`config.mk`:
```
export PLATFORM = sky130hd
export DESIGN_NAME = vsync_gen
export DESIGN_NICKNAME = d
export VERILOG_FILES = /design/src/rtl/vsync_gen.sv
export SDC_FILE = /design/constraint.sdc
export NUM_CORES = 1
export LEC_CHECK = 0
export CORE_ASPECT_RATIO = 1.5
export CORE_MARGIN = 1
export CORE_UTILIZATION = 30
export DETAILED_ROUTE_END_ITERATION = 8
export DONT_BUFFER_PORTS = 1
export PLACE_DENSITY = 0.46
export SYNTH_ARGS = -nofsm -noshare
export SYNTH_HDL_FRONTEND = slang
export SYNTH_SLANG_ARGS = --single-unit
export TNS_END_PERCENT = 30
```
`constraint.sdc`:
```
create_clock -name clk -period 3.1 [get_ports clk]
set_input_delay 0.155 -clock clk [delete_from_list [all_inputs] [get_ports clk]]
set_output_delay 0.155 -clock clk [all_outputs]
set_load 0.03 [all_outputs]
```
`src/rtl/vsync_gen.sv`:
```
module vsync_gen #(
  parameter int LEN_W     = 8,
  parameter int OFS_W     = 3,
  parameter int WID_W     = 3,
  parameter int MULT_LOG2 = 4
) (
  input  logic             clk,
  input  logic             rst_n,
  input  logic             fs_i,
  input  logic             fe_i,
  input  logic             cfg_internal,
  input  logic [1:0]       cfg_evt_sel,
  input  logic             cfg_invert,
  input  logic [LEN_W-1:0] cfg_line_len,
  input  logic [OFS_W-1:0] cfg_offset,
  input  logic [WID_W-1:0] cfg_width,
  output logic             vsync_o
);

  localparam int PER_W  = LEN_W + MULT_LOG2;
  localparam int LINE_W = ((OFS_W > WID_W) ? OFS_W : WID_W) + 1;

  logic              dir_q;
  logic              run_q;
  logic [PER_W-1:0]  pix_q, per_q;
  logic [LINE_W-1:0] line_q, last_q, ofs_q;

  wire              start   = fe_i && cfg_internal;
  wire              cfg_ok  = (cfg_line_len != '0) && (cfg_width != '0);
  wire [PER_W-1:0]  per_raw = {cfg_line_len, {MULT_LOG2{1'b0}}};
  wire              dir_hit = !cfg_internal &&
                              ((fs_i && !cfg_evt_sel[1]) || (fe_i && !cfg_evt_sel[0]));
  wire              seq_act = run_q && (line_q >= ofs_q);

  always_ff @(posedge clk) begin
    if (!rst_n) begin
      dir_q  <= 1'b0;
      run_q  <= 1'b0;
      pix_q  <= '0;
      per_q  <= '0;
      line_q <= '0;
      last_q <= '0;
      ofs_q  <= '0;
    end else begin
      dir_q <= dir_hit;
      if (start) begin
        run_q  <= cfg_ok;
        pix_q  <= '0;
        line_q <= '0;
        per_q  <= per_raw - PER_W'(1);
        ofs_q  <= LINE_W'(cfg_offset);
        last_q <= LINE_W'(cfg_offset) + LINE_W'(cfg_width) - LINE_W'(1);
      end else if (run_q) begin
        if (pix_q == per_q) begin
          pix_q <= '0;
          if (line_q == last_q) run_q  <= 1'b0;
          else                  line_q <= line_q + LINE_W'(1);
        end else begin
          pix_q <= pix_q + PER_W'(1);
        end
      end
    end
  end

  assign vsync_o = (dir_q | seq_act) ^ cfg_invert;

  assert_direct_pulse_R2: assert property (@(posedge clk) disable iff (!rst_n)
    (!cfg_internal && ((fs_i && !cfg_evt_sel[1]) || (fe_i && !cfg_evt_sel[0])))
      |=> (vsync_o != cfg_invert));

  assert_zero_offset_R5: assert property (@(posedge clk) disable iff (!rst_n)
    (start && cfg_ok && cfg_offset == '0) |=> (vsync_o != cfg_invert));

  assert_offset_wait_R5: assert property (@(posedge clk) disable iff (!rst_n)
    (start && cfg_offset != '0) |=> !seq_act);

  assert_no_pulse_R7: assert property (@(posedge clk) disable iff (!rst_n)
    (start && !cfg_ok) |=> !run_q);

  assert_pix_bound_R4: assert property (@(posedge clk) disable iff (!rst_n)
    run_q |-> (pix_q <= per_q));

  assert_line_bound_R6: assert property (@(posedge clk) disable iff (!rst_n)
    run_q |-> (line_q <= last_q));

endmodule

```
# ---- Yosys cells after proc, flatten, opt, wreduce, memory -nomap -nowiden
# Cells that the tools add are included.
dict set report word_totals {
  ff_bits 37
  latch_bits 0
  ramBits 0
  rom_bits 0
  out_inout_bits 1
  elab_cells 38
  mem_count 0
}
dict set report op_classes {
  addsub 5
  mul 0
  n_div 0
  magnitude_cmp 1
  eq_ne 2
  shifts 0
  mux 5
  bitwise_logic 4
  reduce_logical 14
}
# op n
set ops {}
lappend ops {{12-bit by 1-bit adder with 12-bit output (second input constant)} 1}
lappend ops {{12-bit == test} 1}
lappend ops {{12-bit two-way mux} 1}
lappend ops {{12-bit by 1-bit subtractor with 12-bit output (second input constant)} 1}
lappend ops {{8-bit nonzero test} 1}
lappend ops {{1-bit logical AND} 6}
lappend ops {{3-bit by 3-bit adder with 4-bit output} 1}
lappend ops {{4-bit by 1-bit adder with 4-bit output (second input constant)} 1}
lappend ops {{4-bit == test} 1}
lappend ops {{4-bit by 3-bit greater-or-equal comparator with 1-bit output} 1}
lappend ops {{1-bit two-way mux} 4}
lappend ops {{4-bit by 1-bit subtractor with 4-bit output (second input constant)} 1}
lappend ops {{1-bit logical NOT} 3}
lappend ops {{3-bit AND reduction} 1}
lappend ops {{3-bit nonzero test} 1}
lappend ops {{1-bit NOT} 2}
lappend ops {{2-bit OR reduction} 1}
lappend ops {{1-bit logical OR} 1}
lappend ops {{1-bit OR} 1}
lappend ops {{1-bit XOR} 1}

# ---- Longest topological paths before layout
# Gate-level depths: netlist of run 1.
dict set report depth {
  word_depth 5
  ltp_mapped 7
  depth_no_buf 7
}

# ---- Least setup slack after synthesis of run 1
# Ideal clock, no wire load.
dict set report synth_timing {
  kind {reg-to-output}
  from {register line_q[0]}
  to {output port vsync_o}
  arrival_ns 1.773
  required_ns 2.945
  setup_slack_ns 1.172
  path_stages_with_launch 8
  n_path_buf 0
  cell_sequence {dfxtp_1 > inv_1 > ha_1 > nand2b_1 > a21o_1 > a211o_1 > a21oi_1 > xnor2_1}
}
dict set report synth_between {
  elab_chain_cells 4
}
# item line_no
set synth_rtl {}
lappend synth_rtl {{from (decl)} 26} ;# logic [LINE_W-1:0] line_q, last_q, ofs_q;
lappend synth_rtl {{from (signal assigned)} 57} ;# else line_q <= line_q + LINE_W'(1);
lappend synth_rtl {{4-bit by 3-bit greater-or-equal comparator with 1-bit output} 33} ;# wire seq_act = run_q && (line_q >= ofs_q);
lappend synth_rtl {{1-bit logical AND} 33}
lappend synth_rtl {{1-bit OR} 65} ;# assign vsync_o = (dir_q | seq_act) ^ cfg_invert;
lappend synth_rtl {{1-bit XOR} 65}
lappend synth_rtl {{to (decl)} 17} ;# output logic vsync_o
# Every way passes these cells.

# ---- Worst setup path after layout of run 1
# Ends and elaborated chain as after synthesis.

==> impl_metrics.toml, run 1 <==
[run_status]
status = "completed"

[synth]
syn_area_per_cell_um2 = 8.30
synth_top_cell_area_share = 0.368
synthArstFlopShare = 0
yosysUniqueCellTypes = 43
ys_warn_count = 0
syn_area_um2 = 1850
syn_inst = 223
synth_edf_count = 0
yosysMostFrequentCell = "dfxtp_1"
ys_seq_area_frac = 0.368
synthFlopType = "dfxtp_1"
yosys.area.top_type = "dfxtp_1"
synth_fp_nets = 257
ys_top_cells_by_count = "34 x dfxtp_1, 32 x nor2_1, 23 x inv_1"
synth-seq-cells = 34
synthTopCellsByArea = "dfxtp_1 37%, ha_1 7.4%, xor2_1 7.1%, nor2_1 6.5%, xnor2_1 5.7%"

[die]
dieArea_um2 = 6490
fp.coreArea_um2 = 5870
die_w_um = 66.1
dieHeight_um = 98.2
pin_count = 23
start_util = 0.315
rows = 34

[power_and_ir_drop]
ir_drop_uv = 199
pwr_density_cell_nw_per_um2 = 445
p_leak_nw = 0.816

[clock_network]
cts_hold_buf = 5
cts.sinks = 34
cts_root_buffer = "clkbuf_8"
cts_buffer_depth = 2
clk_pin_slew_ns = 0.07
cts_resized = 0
post_cts_buffers = 0
cts_tree = "yes"
clkLatencyLatePin_ns = 0.28
h-tree-depth = 2
numCtsBuffers = 5

[placed_design]
dp_cells = 290
hpwl_mm = 2.87
gp_congestion = 0.698
placed_area_um2 = 1930
numPortBuffers = 0

[timing]
max_freq_mhz = 431
tns_ns = 0
tightest_slew_ns = 0.937
period_minus_slack_ns = 2.32
setup_viol = 0
slew_violations = 0
slew_headroom = 0.375
rsz0062_at_grt = "no"
finClkSkew_ns = 0.00354
finalHoldViolCount = 0
finalCritPeriodShare = 0.749

[route]
drc = 0
firstDrtPassIters = 4
vias = 1450
dr.first_iter.drc_count = 46
antenna_left = 0
viasPerCell = 4.79
wl_per_cell_um = 12.2
wl_mm = 3.71

[worst_hold_path]
worstHoldPathCells = 2
hp-class = "primary input to register"

[critical_path]
cp.depth = 7
cp-end-kind = "output port"
path_buf_inv = 1
critPathMaxFanout = 5
r2r_cells = 5
slowest_delay_ns = 0.40
crit_chain = "inv_1 > ha_1 > nand2b_1 > a21o_1 > a211o_1 > a21oi_1 > xnor2_1"
arrival_ns = 2.17
crit_path_top_delay_cell = "dfxtp_1"
critPathKind = "register to output port"
crit_required_ns = 2.94
startpoint_type = "register"
path_delay_family = "compound AO/OA/AOI/OAI gates"

[grt]
grt_pass1_vias = 1511
grt_pass1_wl_mm = 6.63
grt_max_degree = 29
overflow = 0
grt_antenna_before_repair = 0
grt_use_total = 0.131

[finish]
fin_area_um2 = 2070
nets = 264
syn_to_final_growth_pct = 11.7
diodes = 0
drive_gt1_frac = 0.0649
fin_cells = 303

[flow_run]
drv_cap = 0
-- report_power, final --
part	switching [mW]	total, mW	internal [mW]
registers	0.0118	0.465	0.453
clock network	0.161	0.340	0.179
logic	0.0646	0.116	0.0512
-- worst register-to-register path, delay by kind of cell (launching register included) --
family	cells	cell delay, ns
AO/OA/AOI/OAI	1	0.14
AND/OR/NAND/NOR	3	1.14
XOR/XNOR	1	0.10
flip-flops	1	0.43
-- metrics by stage --
step	util	power [mW]	hold slack, ns	worst slack [ns]
final	0.352	0.921	0.0526	0.779
after global routing	0.352	0.968	0.0723	0.635
after CTS	0.352	0.935	0.0471	0.753
after detailed placement	0.328	0.588	0.239	1.08
after global placement	0.328	0.587	0.238	1.11
after floorplan	-	0.565	0.234	1.17
-- final timing paths --
| path | from | to | slack [ns] |
|---|---|---|---|
| min | cfg_line_len[3] | per_q[7] | 0.05 |
| max | line_q[0] | vsync_o | 0.78 |
| min reg2reg | ofs_q[2] | ofs_q[2] | 0.46 |
| max reg2reg | pix_q[7] | line_q[3] | 1.22 |
-- per-layer routing --
metal / global-route usage / part of all wire
met1: 0.148 / 0.43
met2: 0.235 / 0.52
met3: 0.0187 / 0.023
met4: 0.0589 / 0.023
met5: 0 / 0
-- flip-flops by register name, indices dropped and copies added, names as in the netlist --
| name | count |
|---|---|
| run_q | 1 |
| pix_q | 12 |
| ofs_q | 3 |
| per_q | 9 |
| line_q | 4 |
| dir_q | 1 |
| last_q | 4 |
-- layout make-up --
type	count	area [um^2]
timing repair buffer	6	57.6
clock inverter	1	5.00
sequential	34	681
fill	639	3800
inverter	24	90.1
multi-input combinational	159	1060
clock buffer	7	86.3
tap	72	90.1
-- logic make-up after synthesis --
logic type | Yosys count | share of synthesized area
AOI/OAI and AO/OA | 36 | 0.135
muxes | 1 | 0.00541
DFF | 34 | 0.368
and+or+nand+nor | 83 | 0.218
xor gates and xnor gates | 27 | 0.128
adders and majority gates | 12 | 0.0852
buffers and inverters | 30 | 0.0608
-- placed cells by master, fill, tap and decap left out, drive strengths merged, types with 3 or more instances in the layout --
master | Yosys | routed
xnor2 | 12 | 12
or3 | 3 | 3
a211oi | 9 | 9
xor2 | 15 | 15
dfxtp | 34 | 34
nor2 | 32 | 32
nand4 | 6 | 6
ha | 11 | 11
inv | 23 | 23
nor3 | 4 | 4
dlygate4sd3 | 0 | 5
nand3 | 4 | 4
a21oi | 10 | 10
clkbuf | 5 | 7
nand2 | 22 | 22
o21ai | 3 | 3
No activity file was read; power rests on OpenSTA's default activity.
==> inputs of run 2 (changes only) <==
- clock period: 3.1 -> 2.15 ns (I/O delays scaled with it)
==> impl_metrics.toml, run 2 (synthesis gave the netlist of run 1 again) <==
[run_status]
status = "completed"

[critical_path]
crit_required_ns = 2.04
reg2reg_from = "pix_q[0]"
startpoint_type = "register"
cp-end-kind = "output port"
critPathKind = "register to output port"
critPathMaxFanout = 2
arrival_ns = 1.94
cp-startpoint = "line_q[0]"

[finish]
top_regs = "pix_q: 12 flops, per_q: 9 flops"
regMostFlops = "pix_q"
diodes = 0
syn_to_final_growth_pct = 14.5
drive_gt1_frac = 0.0890
fin_area_um2 = 2120
nets = 269
largest_reg_flops = 12
layout_common_cells = "34 x dfxtp_1, 32 x nor2_1, 23 x inv_1"
fin_cells = 308
final_common_cell = "dfxtp_1"

[grt]
overflow = 0
grt_pass1_wl_mm = 6.53
grt_max_degree = 19
grt_pass1_vias = 1474
grt_antenna_before_repair = 0
grt_use_total = 0.131

[route]
viasPerCell = 4.71
vias = 1450
wl_mm = 3.69
dr.first_iter.drc_count = 25
drc = 0
antenna_left = 0
firstDrtPassIters = 5
wl_per_cell_um = 12.0

[clock_network]
clkLatencyLatePin_ns = 0.28
cts_buffer_depth = 2
numCtsBuffers = 5
cts_tree = "yes"
cts.sinks = 34
cts_root_buffer = "clkbuf_8"
h-tree-depth = 2
clk_pin_slew_ns = 0.07

[power_and_ir_drop]
p_leak_nw = 0.847
pwr_density_cell_nw_per_um2 = 634
ir_drop_uv = 335

[placed_design]
gp_congestion = 0.691
hpwl_mm = 2.87
pre_cts_slack_ns = 0.291
numPortBuffers = 0
placed_area_um2 = 1960
dp_cells = 294

[die]
dieArea_um2 = 6490
start_util = 0.315
dieHeight_um = 98.2
rows = 34
die_w_um = 66.1
fp.coreArea_um2 = 5870
pin_count = 23

[worst_hold_path]
worstHoldStart = "cfg_line_len[6]"
hp-class = "primary input to register"

[timing]
fin_ws_ns = 0.105
tightest_slew_ns = 0.482
tns_ns = 0
slew_headroom = 0.674
finalCritPeriodShare = 0.951
finClkSkew_ns = 0.00271
max_freq_mhz = 489
setup_viol = 0
finalHoldViolCount = 0
period_minus_slack_ns = 2.04
slew_violations = 0
rsz0062_at_grt = "no"

[flow_run]
drv_cap = 0
run 2: cell count changes in the layout (fill, tap and decap cells not counted):
cell           before  now
a21oi_2             0    1
a21oi_1            10    9
dlygate4sd3_1       5    6
xnor2_1            12   11
buf_4               1    5
xnor2_2             0    1
run 2: metrics by stage:
step	util	total power [mW]	hold WS (ns)
detailed placement	0.333	0.855	0.196
global route	0.361	1.42	0.0337
floorplan	-	0.815	0.187
finish	0.361	1.34	0.0224
global placement	0.333	0.854	0.190
CTS	0.360	1.37	0.0168
run 2: final cells by class:
class,instances,area (um^2)
clock buffer,7,86.3
tap,72,90.1
clock inverter,1,5.00
fill,653,3750
timing repair buffer,11,97.6
inverter,24,90.1
sequential,34,681
multi-input combinational,159,1070
run 2: what timing repair did:
item | in CTS | in global routing
pin swaps | 0 | 1
hold buffers | 6 | 0
setup endpoints to repair | 1 | 1
buffers inserted | 0 | 0
resized for setup | 1 | 1
hold endpoints to repair | 6 | 0
run 2: path summary, 6_finish.rpt:
path | to | slack (ns) | cells past startpoint
worst max-delay path | vsync_o | 0.11 | 7
worst min-delay path | per_q[10] | 0.02 | 2
worst max register to register | line_q[3] | 0.28 | 5
worst min register to register | ofs_q[1] | 0.46 | 2
run 2: critical path, stage by stage (launching register included):
cell	delay, ns
dfxtp_1	0.33
inv_1	0.06
ha_1	0.27
nand2b_1	0.13
a21o_1	0.17
a211o_1	0.29
a21oi_2	0.18
xnor2_2	0.22
run 2: power breakdown:
group	internal, mW	switching [mW]
combinational	0.0832	0.0962
sequential	0.653	0.0162
clock	0.258	0.235
total	0.995	0.348
run 2: routing by layer:
metal  global-route usage  routed length (um)
met1                0.150                1670
met2                0.229                1860
met3               0.0187                  68
met4               0.0687                  93
met5                    0                   0
==> inputs of run 3 (changes only) <==
- CORE_ASPECT_RATIO: 1.5 -> unset
- CORE_UTILIZATION: 30 -> 31
- CTS_CLUSTER_SIZE: unset -> 24
- PLACE_DENSITY: 0.46 -> 0.47
==> impl_metrics.toml, run 3 (synthesis gave the netlist of run 1 again) <==
[route]
wl_per_cell_um = 11.8
vias = 1433
dr.first_iter.drc_count = 70
firstDrtPassIters = 4
drc = 0
antenna_left = 0
viasPerCell = 4.68
wl_mm = 3.60

[worst_hold_path]
worstHoldStart = "cfg_line_len[6]"
hp-class = "primary input to register"
whs_endpoint = "per_q[10]"
worstHoldPathCells = 2

[timing]
finalCritPeriodShare = 0.945
max_freq_mhz = 492
setup_viol = 0
slew_violations = 0
tightest_slew_ns = 0.463
tns_ns = 0
period_minus_slack_ns = 2.03
finalHoldViolCount = 0
slew_headroom = 0.689
finClkSkew_ns = 0.00499
rsz0062_at_grt = "no"
fin_ws_ns = 0.117

[grt]
grt_use_total = 0.135
overflow = 0
grt_max_degree = 19
grt_antenna_before_repair = 0
grt_pass1_wl_mm = 6.53
grt_pass1_vias = 1439

[die]
die_w_um = 79.3
pin_count = 23
rows = 27
start_util = 0.328
dieHeight_um = 79.3
fp.coreArea_um2 = 5640
dieArea_um2 = 6280

[placed_design]
placed_area_um2 = 1960
gp_congestion = 0.767
dp_cells = 294
hpwl_mm = 2.79
numPortBuffers = 0
pre_cts_slack_ns = 0.295

[finish]
layout_common_cells = "34 x dfxtp_1, 32 x nor2_1, 23 x inv_1"
fin_cells = 306
final_common_cell = "dfxtp_1"
fin_area_um2 = 2130
largest_reg_flops = 12
diodes = 0
drive_gt1_frac = 0.0855
regMostFlops = "pix_q"
syn_to_final_growth_pct = 15.0
top_regs = "pix_q: 12 flops, per_q: 9 flops"
nets = 269
n_fill_cell = 588
multi_input_area_um2 = 1090
final_util = 0.377
seqCellArea_um2 = 681

[clock_network]
cts_tree = "yes"
numCtsBuffers = 5
post_cts_buffers = 0
h-tree-depth = 2
cts_buffer_depth = 2
clk_pin_slew_ns = 0.07
cts.sinks = 34
clkLatencyLatePin_ns = 0.28
cts_root_buffer = "clkbuf_8"

[power_and_ir_drop]
pwr_density_cell_nw_per_um2 = 623
ir_drop_uv = 277
p_leak_nw = 0.845

[flow_run]
drv_cap = 0

[critical_path]
reg2reg_to = "line_q[3]"
cp-end-kind = "output port"
arrival_ns = 1.93
critPathKind = "register to output port"
reg2reg_from = "pix_q[0]"
startpoint_type = "register"
critPathMaxFanout = 2
rrSetupSlack_ns = 0.30
r2r_cells = 5
crit_required_ns = 2.04

[run_status]
status = "completed"
==> run 3: layout make-up <==
| cell class | count | share of cell area |
|---|---|---|
| tap | 72 | 0.0423 |
| timing repair buffer | 11 | 0.0459 |
| inverter | 24 | 0.0423 |
| clock buffer | 6 | 0.0388 |
| multi-input combinational | 159 | 0.511 |
| sequential | 34 | 0.320 |
==> run 3: worst max-delay path by stage <==
stage	start	end	slack, ns	depth (start not counted)
after floorplan	line_q[0]	vsync_o	0.27	7
after CTS	line_q[0]	vsync_o	0.04	7
after global routing	line_q[0]	vsync_o	0.003	7
after global placement	line_q[0]	vsync_o	0.33	7
final	line_q[0]	vsync_o	0.12	7
after detailed placement	line_q[0]	vsync_o	0.30	7
==> run 3: worst max-delay path, cell delays in order (launching register included) <==
cell      delay [ns]
dfxtp_1         0.33
inv_1           0.06
ha_1            0.27
nand2b_1        0.14
a21o_1          0.17
a211o_1         0.32
a21oi_4         0.18
xnor2_4         0.18
==> run 3: repair_timing <==
item / 4_1_cts / 5_1_grt
resized for setup: 1 / 3
setup endpoints to repair: 1 / 1
pin swaps: 0 / 1
endpoints found under the hold margin: 6 / 0
hold buffers: 6 / 0
==> run 3: report_power, final <==
group | leakage [nW] | internal [mW] | switching, mW | total [mW]
registers | 0.277 | 0.653 | 0.0170 | 0.670
logic | 0.525 | 0.0877 | 0.0993 | 0.187
clock network | 0.0431 | 0.247 | 0.222 | 0.469
==> run 3: metrics by stage <==
stage	hold slack (ns)	power, mW
2_1_floorplan	0.187	0.815
6_report	0.0257	1.33
3_5_place_dp	0.195	0.856
5_1_grt	0.0285	1.40
3_3_place_gp	0.192	0.855
4_1_cts	0.0161	1.34
==> run 3: per-layer routing <==
metal,GRT usage,vias up,wire length [um]
met5,0,-,0
met4,0.0655,0,75
met3,0.0253,5,99
met2,0.201,27,1510
met1,0.187,627,1920
li1,-,774,-
